[config.mk]
export PLATFORM = sky130hd
export DESIGN_NAME = usb_dbg_sched
export DESIGN_NICKNAME = d
export VERILOG_FILES = /design/src/rtl/usb_dbg_pkg.sv /design/src/rtl/dbg_us_tick.sv /design/src/rtl/dbg_period_ctr.sv /design/src/rtl/dbg_holdoff.sv /design/src/rtl/dbg_cfg_regs.sv /design/src/rtl/usb_dbg_sched.sv
export SDC_FILE = /design/constraint.sdc
export NUM_CORES = 1
export LEC_CHECK = 0
export ABC_AREA = 1
export ABC_CLOCK_PERIOD_IN_PS = 1400
export CAP_MARGIN = 20
export CORE_AREA = 2 2 91 93
export CTS_CLUSTER_DIAMETER = 50
export DETAILED_ROUTE_END_ITERATION = 6
export DIE_AREA = 0 0 93 95
export PLACE_DENSITY = 0.48
export SLEW_MARGIN = 0
export SYNTH_ARGS = -nofsm -noshare
export SYNTH_HDL_FRONTEND = slang
export SYNTH_SLANG_ARGS = --single-unit
[constraint.sdc]
create_clock -name clk_i -period 1.4 [get_ports clk_i]
set_input_delay 0.21 -clock clk_i [delete_from_list [all_inputs] [get_ports clk_i]]
set_output_delay 0.21 -clock clk_i [all_outputs]
set_load 0.02 [all_outputs]
[src/rtl/usb_dbg_pkg.sv]
package usb_dbg_pkg;
  localparam int ADDR_W = 7;
  localparam int EP_W   = 4;

  typedef struct packed {
    logic [ADDR_W-1:0] addr;
    logic [EP_W-1:0]   ep;
  } tok_cfg_t;

  localparam tok_cfg_t TOK_CFG_RST = '{addr: 7'h7F, ep: 4'h1};
endpackage

[src/rtl/dbg_us_tick.sv]
module dbg_us_tick #(
  parameter int TICK_DIV = 50
) (
  input  logic clk_i,
  input  logic rst_ni,
  output logic tick_o
);
  localparam int W = (TICK_DIV > 1) ? $clog2(TICK_DIV) : 1;
  localparam logic [W-1:0] LAST = W'(TICK_DIV - 1);

  logic [W-1:0] div_q;

  assign tick_o = (div_q == LAST);

  always_ff @(posedge clk_i or negedge rst_ni) begin
    if (!rst_ni)     div_q <= '0;
    else if (tick_o) div_q <= '0;
    else             div_q <= div_q + 1'b1;
  end
endmodule

[src/rtl/dbg_period_ctr.sv]
module dbg_period_ctr #(
  parameter int PERIOD = 125
) (
  input  logic clk_i,
  input  logic rst_ni,
  input  logic tick_i,
  input  logic clr_i,
  output logic hit_o
);
  localparam int W = $clog2(PERIOD + 1);
  localparam logic [W-1:0] LAST = W'(PERIOD - 1);

  logic [W-1:0] cnt_q;

  assign hit_o = tick_i && !clr_i && (cnt_q == LAST);

  always_ff @(posedge clk_i or negedge rst_ni) begin
    if (!rst_ni)             cnt_q <= '0;
    else if (clr_i || hit_o) cnt_q <= '0;
    else if (tick_i)         cnt_q <= cnt_q + 1'b1;
  end

  a_r9_cnt_bound: assert property (@(posedge clk_i) disable iff (!rst_ni)
    cnt_q <= LAST);
  a_r9_clr_zero: assert property (@(posedge clk_i) disable iff (!rst_ni)
    clr_i |=> (cnt_q == '0));
endmodule

[src/rtl/dbg_holdoff.sv]
module dbg_holdoff (
  input  logic clk_i,
  input  logic rst_ni,
  input  logic port_rst_i,
  input  logic suspend_i,
  input  logic sof_i,
  output logic hold_o
);
  logic hold_q;

  always_ff @(posedge clk_i or negedge rst_ni) begin
    if (!rst_ni)                     hold_q <= 1'b0;
    else if (port_rst_i || suspend_i) hold_q <= 1'b1;
    else if (sof_i)                  hold_q <= 1'b0;
  end

  // live inputs cover the cycle before the flag registers
  assign hold_o = hold_q || port_rst_i || suspend_i;

  a_r7_hold_sticky: assert property (@(posedge clk_i) disable iff (!rst_ni)
    (hold_o && !sof_i) |=> hold_o);
endmodule

[src/rtl/dbg_cfg_regs.sv]
module dbg_cfg_regs
  import usb_dbg_pkg::*;
(
  input  logic              clk_i,
  input  logic              rst_ni,
  input  logic              we_i,
  input  logic [ADDR_W-1:0] addr_i,
  input  logic [EP_W-1:0]   ep_i,
  output tok_cfg_t          cfg_o
);
  tok_cfg_t cfg_q;

  always_ff @(posedge clk_i or negedge rst_ni) begin
    if (!rst_ni)   cfg_q <= TOK_CFG_RST;
    else if (we_i) cfg_q <= '{addr: addr_i, ep: ep_i};
  end

  assign cfg_o = cfg_q;

  a_r2_cfg_hold: assert property (@(posedge clk_i) disable iff (!rst_ni)
    !we_i |=> $stable(cfg_q));
endmodule

[src/rtl/usb_dbg_sched.sv]
module usb_dbg_sched
  import usb_dbg_pkg::*;
#(
  parameter int TICK_DIV = 50,
  parameter int KA_US    = 1000,
  parameter int POLL_US  = 125
) (
  input  logic              clk_i,
  input  logic              rst_ni,
  input  logic              run_i,
  input  logic              port_rst_i,
  input  logic              suspend_i,
  input  logic              sof_i,
  input  logic              en_i,
  input  logic              go_i,
  input  logic              done_i,
  input  logic              cfg_we_i,
  input  logic [ADDR_W-1:0] cfg_addr_i,
  input  logic [EP_W-1:0]   cfg_ep_i,
  output logic              ka_o,
  output logic              grant_o,
  output logic              busy_o,
  output logic [ADDR_W-1:0] tok_addr_o,
  output logic [EP_W-1:0]   tok_ep_o
);
  logic     tick, poll_hit, ka_hit, hold, ka_clr, grant_d;
  logic     ka_q, grant_q, busy_q;
  tok_cfg_t cfg;

  dbg_us_tick #(.TICK_DIV(TICK_DIV)) u_tick (
    .clk_i(clk_i), .rst_ni(rst_ni), .tick_o(tick)
  );

  dbg_period_ctr #(.PERIOD(POLL_US)) u_poll (
    .clk_i(clk_i), .rst_ni(rst_ni), .tick_i(tick), .clr_i(1'b0), .hit_o(poll_hit)
  );

  // keepalive only in stopped mode and never while a transaction runs
  assign ka_clr = run_i || busy_q;

  dbg_period_ctr #(.PERIOD(KA_US)) u_ka (
    .clk_i(clk_i), .rst_ni(rst_ni), .tick_i(tick), .clr_i(ka_clr), .hit_o(ka_hit)
  );

  dbg_holdoff u_hold (
    .clk_i(clk_i), .rst_ni(rst_ni), .port_rst_i(port_rst_i),
    .suspend_i(suspend_i), .sof_i(sof_i), .hold_o(hold)
  );

  dbg_cfg_regs u_cfg (
    .clk_i(clk_i), .rst_ni(rst_ni), .we_i(cfg_we_i),
    .addr_i(cfg_addr_i), .ep_i(cfg_ep_i), .cfg_o(cfg)
  );

  assign grant_d = poll_hit && go_i && en_i && !hold && !busy_q && !ka_hit;

  always_ff @(posedge clk_i or negedge rst_ni) begin
    if (!rst_ni) begin
      ka_q    <= 1'b0;
      grant_q <= 1'b0;
      busy_q  <= 1'b0;
    end else begin
      ka_q    <= ka_hit;
      grant_q <= grant_d;
      if (grant_d)     busy_q <= 1'b1;
      else if (done_i) busy_q <= 1'b0;
    end
  end

  assign ka_o       = ka_q;
  assign grant_o    = grant_q;
  assign busy_o     = busy_q;
  assign tok_addr_o = cfg.addr;
  assign tok_ep_o   = cfg.ep;

  a_r4_no_ka_run: assert property (@(posedge clk_i) disable iff (!rst_ni)
    run_i |=> !ka_o);
  a_r8_no_ka_busy: assert property (@(posedge clk_i) disable iff (!rst_ni)
    busy_o |=> !ka_o);
  a_r8_no_grant_busy: assert property (@(posedge clk_i) disable iff (!rst_ni)
    busy_o |=> !grant_o);
  a_r8_busy_with_grant: assert property (@(posedge clk_i) disable iff (!rst_ni)
    grant_o |-> busy_o);
  a_r8_busy_until_done: assert property (@(posedge clk_i) disable iff (!rst_ni)
    (busy_o && !done_i) |=> busy_o);
  a_r6_no_grant_disabled: assert property (@(posedge clk_i) disable iff (!rst_ni)
    !en_i |=> !grant_o);
  a_r7_no_grant_reset: assert property (@(posedge clk_i) disable iff (!rst_ni)
    (port_rst_i || suspend_i) |=> !grant_o);
  a_r10_ka_wins: assert property (@(posedge clk_i) disable iff (!rst_ni)
    ka_o |-> !grant_o);
  a_r5_grant_pulse: assert property (@(posedge clk_i) disable iff (!rst_ni)
    grant_o |=> !grant_o);
endmodule

-- Word-level counts from Yosys, hierarchy flattened
Index checks and enable logic that the tools add are counted.
- add/subtract/negate cells: 3
- equal/unequal tests: 3
- multiplexer cells: 9
- reductions and logical operators: 21
- operators with widths (operator ; count):
    10-bit 2-to-1 mux ; 2
    7-bit 2-to-1 mux ; 2
    10-bit by 1-bit adder with 10-bit output, second input constant ; 1
    10-bit == test, second input constant ; 1
    1-bit logical AND ; 8
    2-bit nonzero test ; 4
    7-bit by 1-bit adder with 7-bit output, second input constant ; 1
    7-bit == test, second input constant ; 1
    6-bit by 1-bit adder with 6-bit output, second input constant ; 1
    6-bit == test, second input constant ; 1
    6-bit 2-to-1 mux ; 1
    1-bit logical OR ; 5
    1-bit logical NOT ; 4
    1-bit 2-to-1 mux ; 4
- register bits after elaboration: 38
- logic and storage cells: 45

-- Depth between registers and ports, before layout
- word-level depth: 8
- mapped depth: 10
- depth with buffers taken out: 10

-- Hierarchy
Synthesis repeated with hierarchy kept, for this count alone.
- cells, all modules: 241
- area total of the unflattened synthesis: 1971.9 um^2
- modules (own cells, without submodules) (module ; times used ; cells each ; area each (um^2) ; seq. area each (um^2)):
    dbg_period_ctr at u_ka ; 1 ; 85 ; 625.6 ; 250.2
    dbg_period_ctr at u_poll ; 1 ; 53 ; 432.9 ; 175.2
    dbg_cfg_regs ; 1 ; 47 ; 431.7 ; 285.3
    dbg_us_tick ; 1 ; 34 ; 297.8 ; 150.1
    usb_dbg_sched ; 1 ; 15 ; 133.9 ; 75.1
    dbg_holdoff ; 1 ; 7 ; 50.0 ; 25.0

-- Least setup slack after synthesis
OpenSTA, ideal clock, no wires.
- kind: reg2reg
- start point: reg u_tick.div_q[1]
- end point: reg u_ka.cnt_q[3]
- arrival: 1194 ps
- required time: 1280 ps
- setup slack: 87 ps
- stages on the path, launching flop included: 9
- path buffers: 0
- period minus slack after synthesis: 1313 ps
- path through: dfrtp_1 > inv_1 > ha_1 > nand3_1 > nor2_4 > inv_2 > nor2_1 > xor2_1 > nor2_1
- word-level cells in the longest chain between the ends: 5
- ends and longest elaborated chain (element ; line ; source):
    start: declaration ; dbg_us_tick.sv:11 ; logic [W-1:0] div_q;
    start signal: assignment ; dbg_us_tick.sv:18 ; else div_q <= div_q + 1'b1;
    6-bit == test (*) ; dbg_us_tick.sv:13 ; assign tick_o = (div_q == LAST);
    1-bit logical AND (2 in a row) ; dbg_period_ctr.sv:15 ; assign hit_o = tick_i && !clr_i && (cnt_q == LAST);
    1-bit logical OR ; dbg_period_ctr.sv:19 ; else if (clr_i || hit_o) cnt_q <= '0;
    10-bit 2-to-1 mux / 2-bit nonzero test (equally long branches) ; n/a ;
    end signal: assignment ; dbg_period_ctr.sv:20 ; else if (tick_i) cnt_q <= cnt_q + 1'b1;
    end: declaration ; dbg_period_ctr.sv:13 ; logic [W-1:0] cnt_q;
Mark *: on every way between the ends. The rest lies on a longest branch, timed or not.
A chain may end at the register's enable or synchronous reset.

-- Worst setup path after layout
- start point: reg u_tick.div_q[1]
- end point: reg u_poll.cnt_q[6]
- word-level cells in the longest chain between the ends: 3
- ends and longest elaborated chain (element ; line):
    6-bit == test (*) ; dbg_us_tick.sv:13
    1-bit logical AND ; dbg_period_ctr.sv:15
    7-bit 2-to-1 mux / 2-bit nonzero test (equally long branches) ; n/a
    end signal: assignment ; dbg_period_ctr.sv:20
    end: declaration ; dbg_period_ctr.sv:13
Marked as above.

==> results.md <==
* Pins Over Slew Limit at 0
* Post-Synth XOR/XNOR Area at 0.0414
* Worst endpoint required time at 1.58 ns
* Failing checks: negative setup slack
* Setup violators final at 1
* Drc violations at 0
* Synthesized area at 1900 µm²
* Buffers on Ports at 34
* Syn_nets at 231
* Count of final hold-check violations at 0
* Post-Syn Instances at 205
* CTS buffer count at 5
* Synth Area in Adders at 0.0329
* Synthesized flop and latch total at 38
* Clk slew on worst S/H paths at 0.08 ns
* Diode count at 0
* Critical Path Sink Type: flop
* Worst slack, placed at -0.0523 ns
* Worst EP arrival at 1.59 ns
* CP Buf/Inv Count at 2
* CP max stage delay at 0.38 ns
* H-tree depth at 2
* CP dominant cell by count: nand3_2
* Normalized max-slew margin at 0.844
* Setup TNS at -0.00588 ns
* Complex-gate fraction of the synthesized area at 0.0355
* Final ANT Viol Nets at 0
* Via density at slightly above 4
* Top-Level Pins at 35
* Worst-Skew Late Latency at 0.29 ns
* Share of layout cells above drive strength 1 at 0.249
* TritonRoute pass-1 iters at 4
* Final hold slack at 0.423 ns
* Via count at 1472
* FP Rows at 33
* Top Layer Used: met4
* Startpoint Class: flop
* Final period util at 1.00
* CP delay by family, top: flip-flops
* Sequential element share of the synthesized area at 0.505
* Status: finished with violations
* Fillcell total at 863
* Routed met3 length at 197 µm
* TritonCTS clock tree: built
* Core footprint at 7930 µm²
* Unique masters post-synth at 27
* Tot GR Track Use at 0.0900
* Die width at around 93 µm
* Most common cell after layout, fill and taps aside: nand2_1
* Lkg Pwr at between 0.001 and 0.0015 µW
* Power Dens Cells at 817 nW/µm²
* Worst slew pin tran at 0.233 ns
* Min Clock Period, post-route at 1.41 ns
* First-pass GRT wire length at 6310 µm
* Worst-path fanout max at 10
* Worst min-delay path class: in2async
* Starting Density at 0.240
* Top post-synthesis cells by area: dfrtp_1 (39%), dfstp_2 (11%), nand2_1 (7.1%)
* Worst setup margin at -0.00588 ns
* Syn Area/Cell at 9.28 µm²
* Peak VDD IR at 0.000281 V
* Max_cap viols at 0
* Clock sink count at 38
* Crit path kind: reg2reg
* Share of the synthesized area in the top cell type at 0.395
* PnR Total Power at 2110 µW
* Placed Cells at between 300 and 400
* DRT met1 WL at 1660 µm
* Largest family of logic cells by synthesized area: simple AND/OR/NAND/NOR gates
* Post-Synth Simple-Gate Area at 0.246
* Crit-path cells: inv_1 > ha_1 > nand3_2 > nor2_4 > buf_4 > nand3_2 > xor2_1 > nor2_2
* Total number of yosys warnings at 0
* Largest net degree at the start of global routing at 39
* Die Y at 95 µm
* Slowest cell on crit path: dfrtp_1
* Nets at 287
* F_max at between 700 and 800 MHz
* WL met2 at 1790 µm
* Area leader, netlist: dfrtp_1
* DR WL/cell at 10.1 µm
* Skew final at 0.00609 ns
* Area Growth Syn to Fin at 35.7%
* Finished Layout Cells at 366
* Commonest cells after routing, fill and taps aside: nand2_1 (35), dfrtp_1 (30), nor2_1 (28), inv_1 (26), clkdlybuf4s50_1 (19)
* DIE AREA at 8840 µm²
* Global placer's final weighted congestion at about 0.8
* GRT Residual Overflow at 0
* Final WL at 3680 µm
* RSZ-0062 raised after global routing: true
* Worst-case clock buffer depth at 2
* HPWL after DPL at about 2700 µm
* Initial antenna violation count at 0
* 1st-iter DRT viols at 41
* Mux contribution to synthesized area at 0.0651
* Root Buffer: clkbuf_8
* Vias in the first global route at about 1500
==> registers in the layout, summed over array words and instances, names as in the netlist <==
signal,count
u_tick.div_q,6
u_hold.hold_q,1
u_ka.cnt_q,10
u_poll.cnt_q,7
u_cfg.cfg_o,11
ka_o,1
grant_o,1
busy_o,1
==> metal layers <==
layer,track usage,up-vias
met5,0,-
met3,0.0271,6
met4,0.0294,0
met1,0.103,681
li1,-,754
met2,0.161,31
==> area by class of cell <==
type / count / area, µm² / area share
clock inverter: 2 / 10.0 / 0.00388
sequential: 38 / 961 / 0.372
clock buffer: 5 / 68.8 / 0.0267
inverter: 29 / 109 / 0.0422
timing repair buffer: 52 / 484 / 0.188
multi-input combinational: 135 / 816 / 0.316
tap: 105 / 131 / 0.0509
==> tightest hold or removal path, stage by stage <==
cell	delay (ns)
dlygate4sd3_1	0.52
buf_2	0.12
buf_12	0.22
==> power breakdown <==
group / total (µW) / internal (µW) / leakage (µW) / switching (µW)
combinational: 232 / 124 / 0.000740 / 108
sequential: 1160 / 1150 / 0.000479 / 12.4
clock: 716 / 334 / 0.0000438 / 381
total: 2110 / 1610 / 0.00126 / 501
==> stage by stage <==
| step | area [µm²] | utilization |
|---|---|---|
| final | 2580 | 0.325 |
| after global routing | 2580 | 0.325 |
| after CTS | 2560 | 0.323 |
| after detailed placement | 2470 | 0.311 |
| after global placement | 2470 | 0.311 |
| after floorplan | 1900 | - |
==> cell usage after synthesis <==
| cell type | n |
|---|---|
| nand4_1 | 4 |
| o21ai_2 | 1 |
| xnor2_1 | 1 |
| buf_8 | 1 |
| o21bai_1 | 1 |
| nand2_1 | 36 |
| nand3_1 | 12 |
| buf_2 | 1 |
| dfrtp_1 | 30 |
| mux2_2 | 11 |
| xor2_1 | 8 |
| nor3_1 | 3 |
| ha_1 | 5 |
| o22ai_1 | 1 |
| nor2_4 | 3 |
| dfstp_2 | 8 |
| nor2_1 | 29 |
| inv_2 | 2 |
| nand2_2 | 3 |
| inv_1 | 27 |
| o21ai_0 | 6 |
| nand4_2 | 1 |
| a21oi_1 | 3 |
| nor2_2 | 3 |
| nand3_2 | 3 |
| nor3_2 | 1 |
| buf_6 | 1 |
==> logic make-up after synthesis <==
group           count (synthesis)
flops                          38
compound gates                 12
simple gates                   98
mux                            11
xor+xnor                        9
buf+inv                        32
fa+ha+maj                       5
==> timing repair <==
action                                  CTS  global route
resized for setup                        20             0
hold buffers                              1             0
setup buffers                             0             3
pin swaps                                 1             0
endpoints found under the setup margin   27            18
gates cloned                              0             0
endpoints found under the hold margin    30             0
==> final timing paths <==
path	from	endpoint	slack (ns)	cells past startpoint
max	u_tick.div_q[1]$_DFF_PN0_	u_poll.cnt_q[6]$_DFFE_PN0P_	-0.006	8
min in group clk_i	done_i	busy_o$_DFFE_PN0P_	0.48	2
max reg2reg	u_tick.div_q[1]$_DFF_PN0_	u_poll.cnt_q[6]$_DFFE_PN0P_	-0.006	8
min reg2reg	u_cfg.cfg_o[2]$_DFFE_PN0P_	u_cfg.cfg_o[2]$_DFFE_PN0P_	0.50	1
min	rst_ni	u_cfg.cfg_o[3]$_DFFE_PN0P_	0.42	3
max in group asynchronous	rst_ni	u_cfg.cfg_o[10]$_DFFE_PN1P_	0.73	3
No activity file was read; power rests on OpenSTA's default activity.
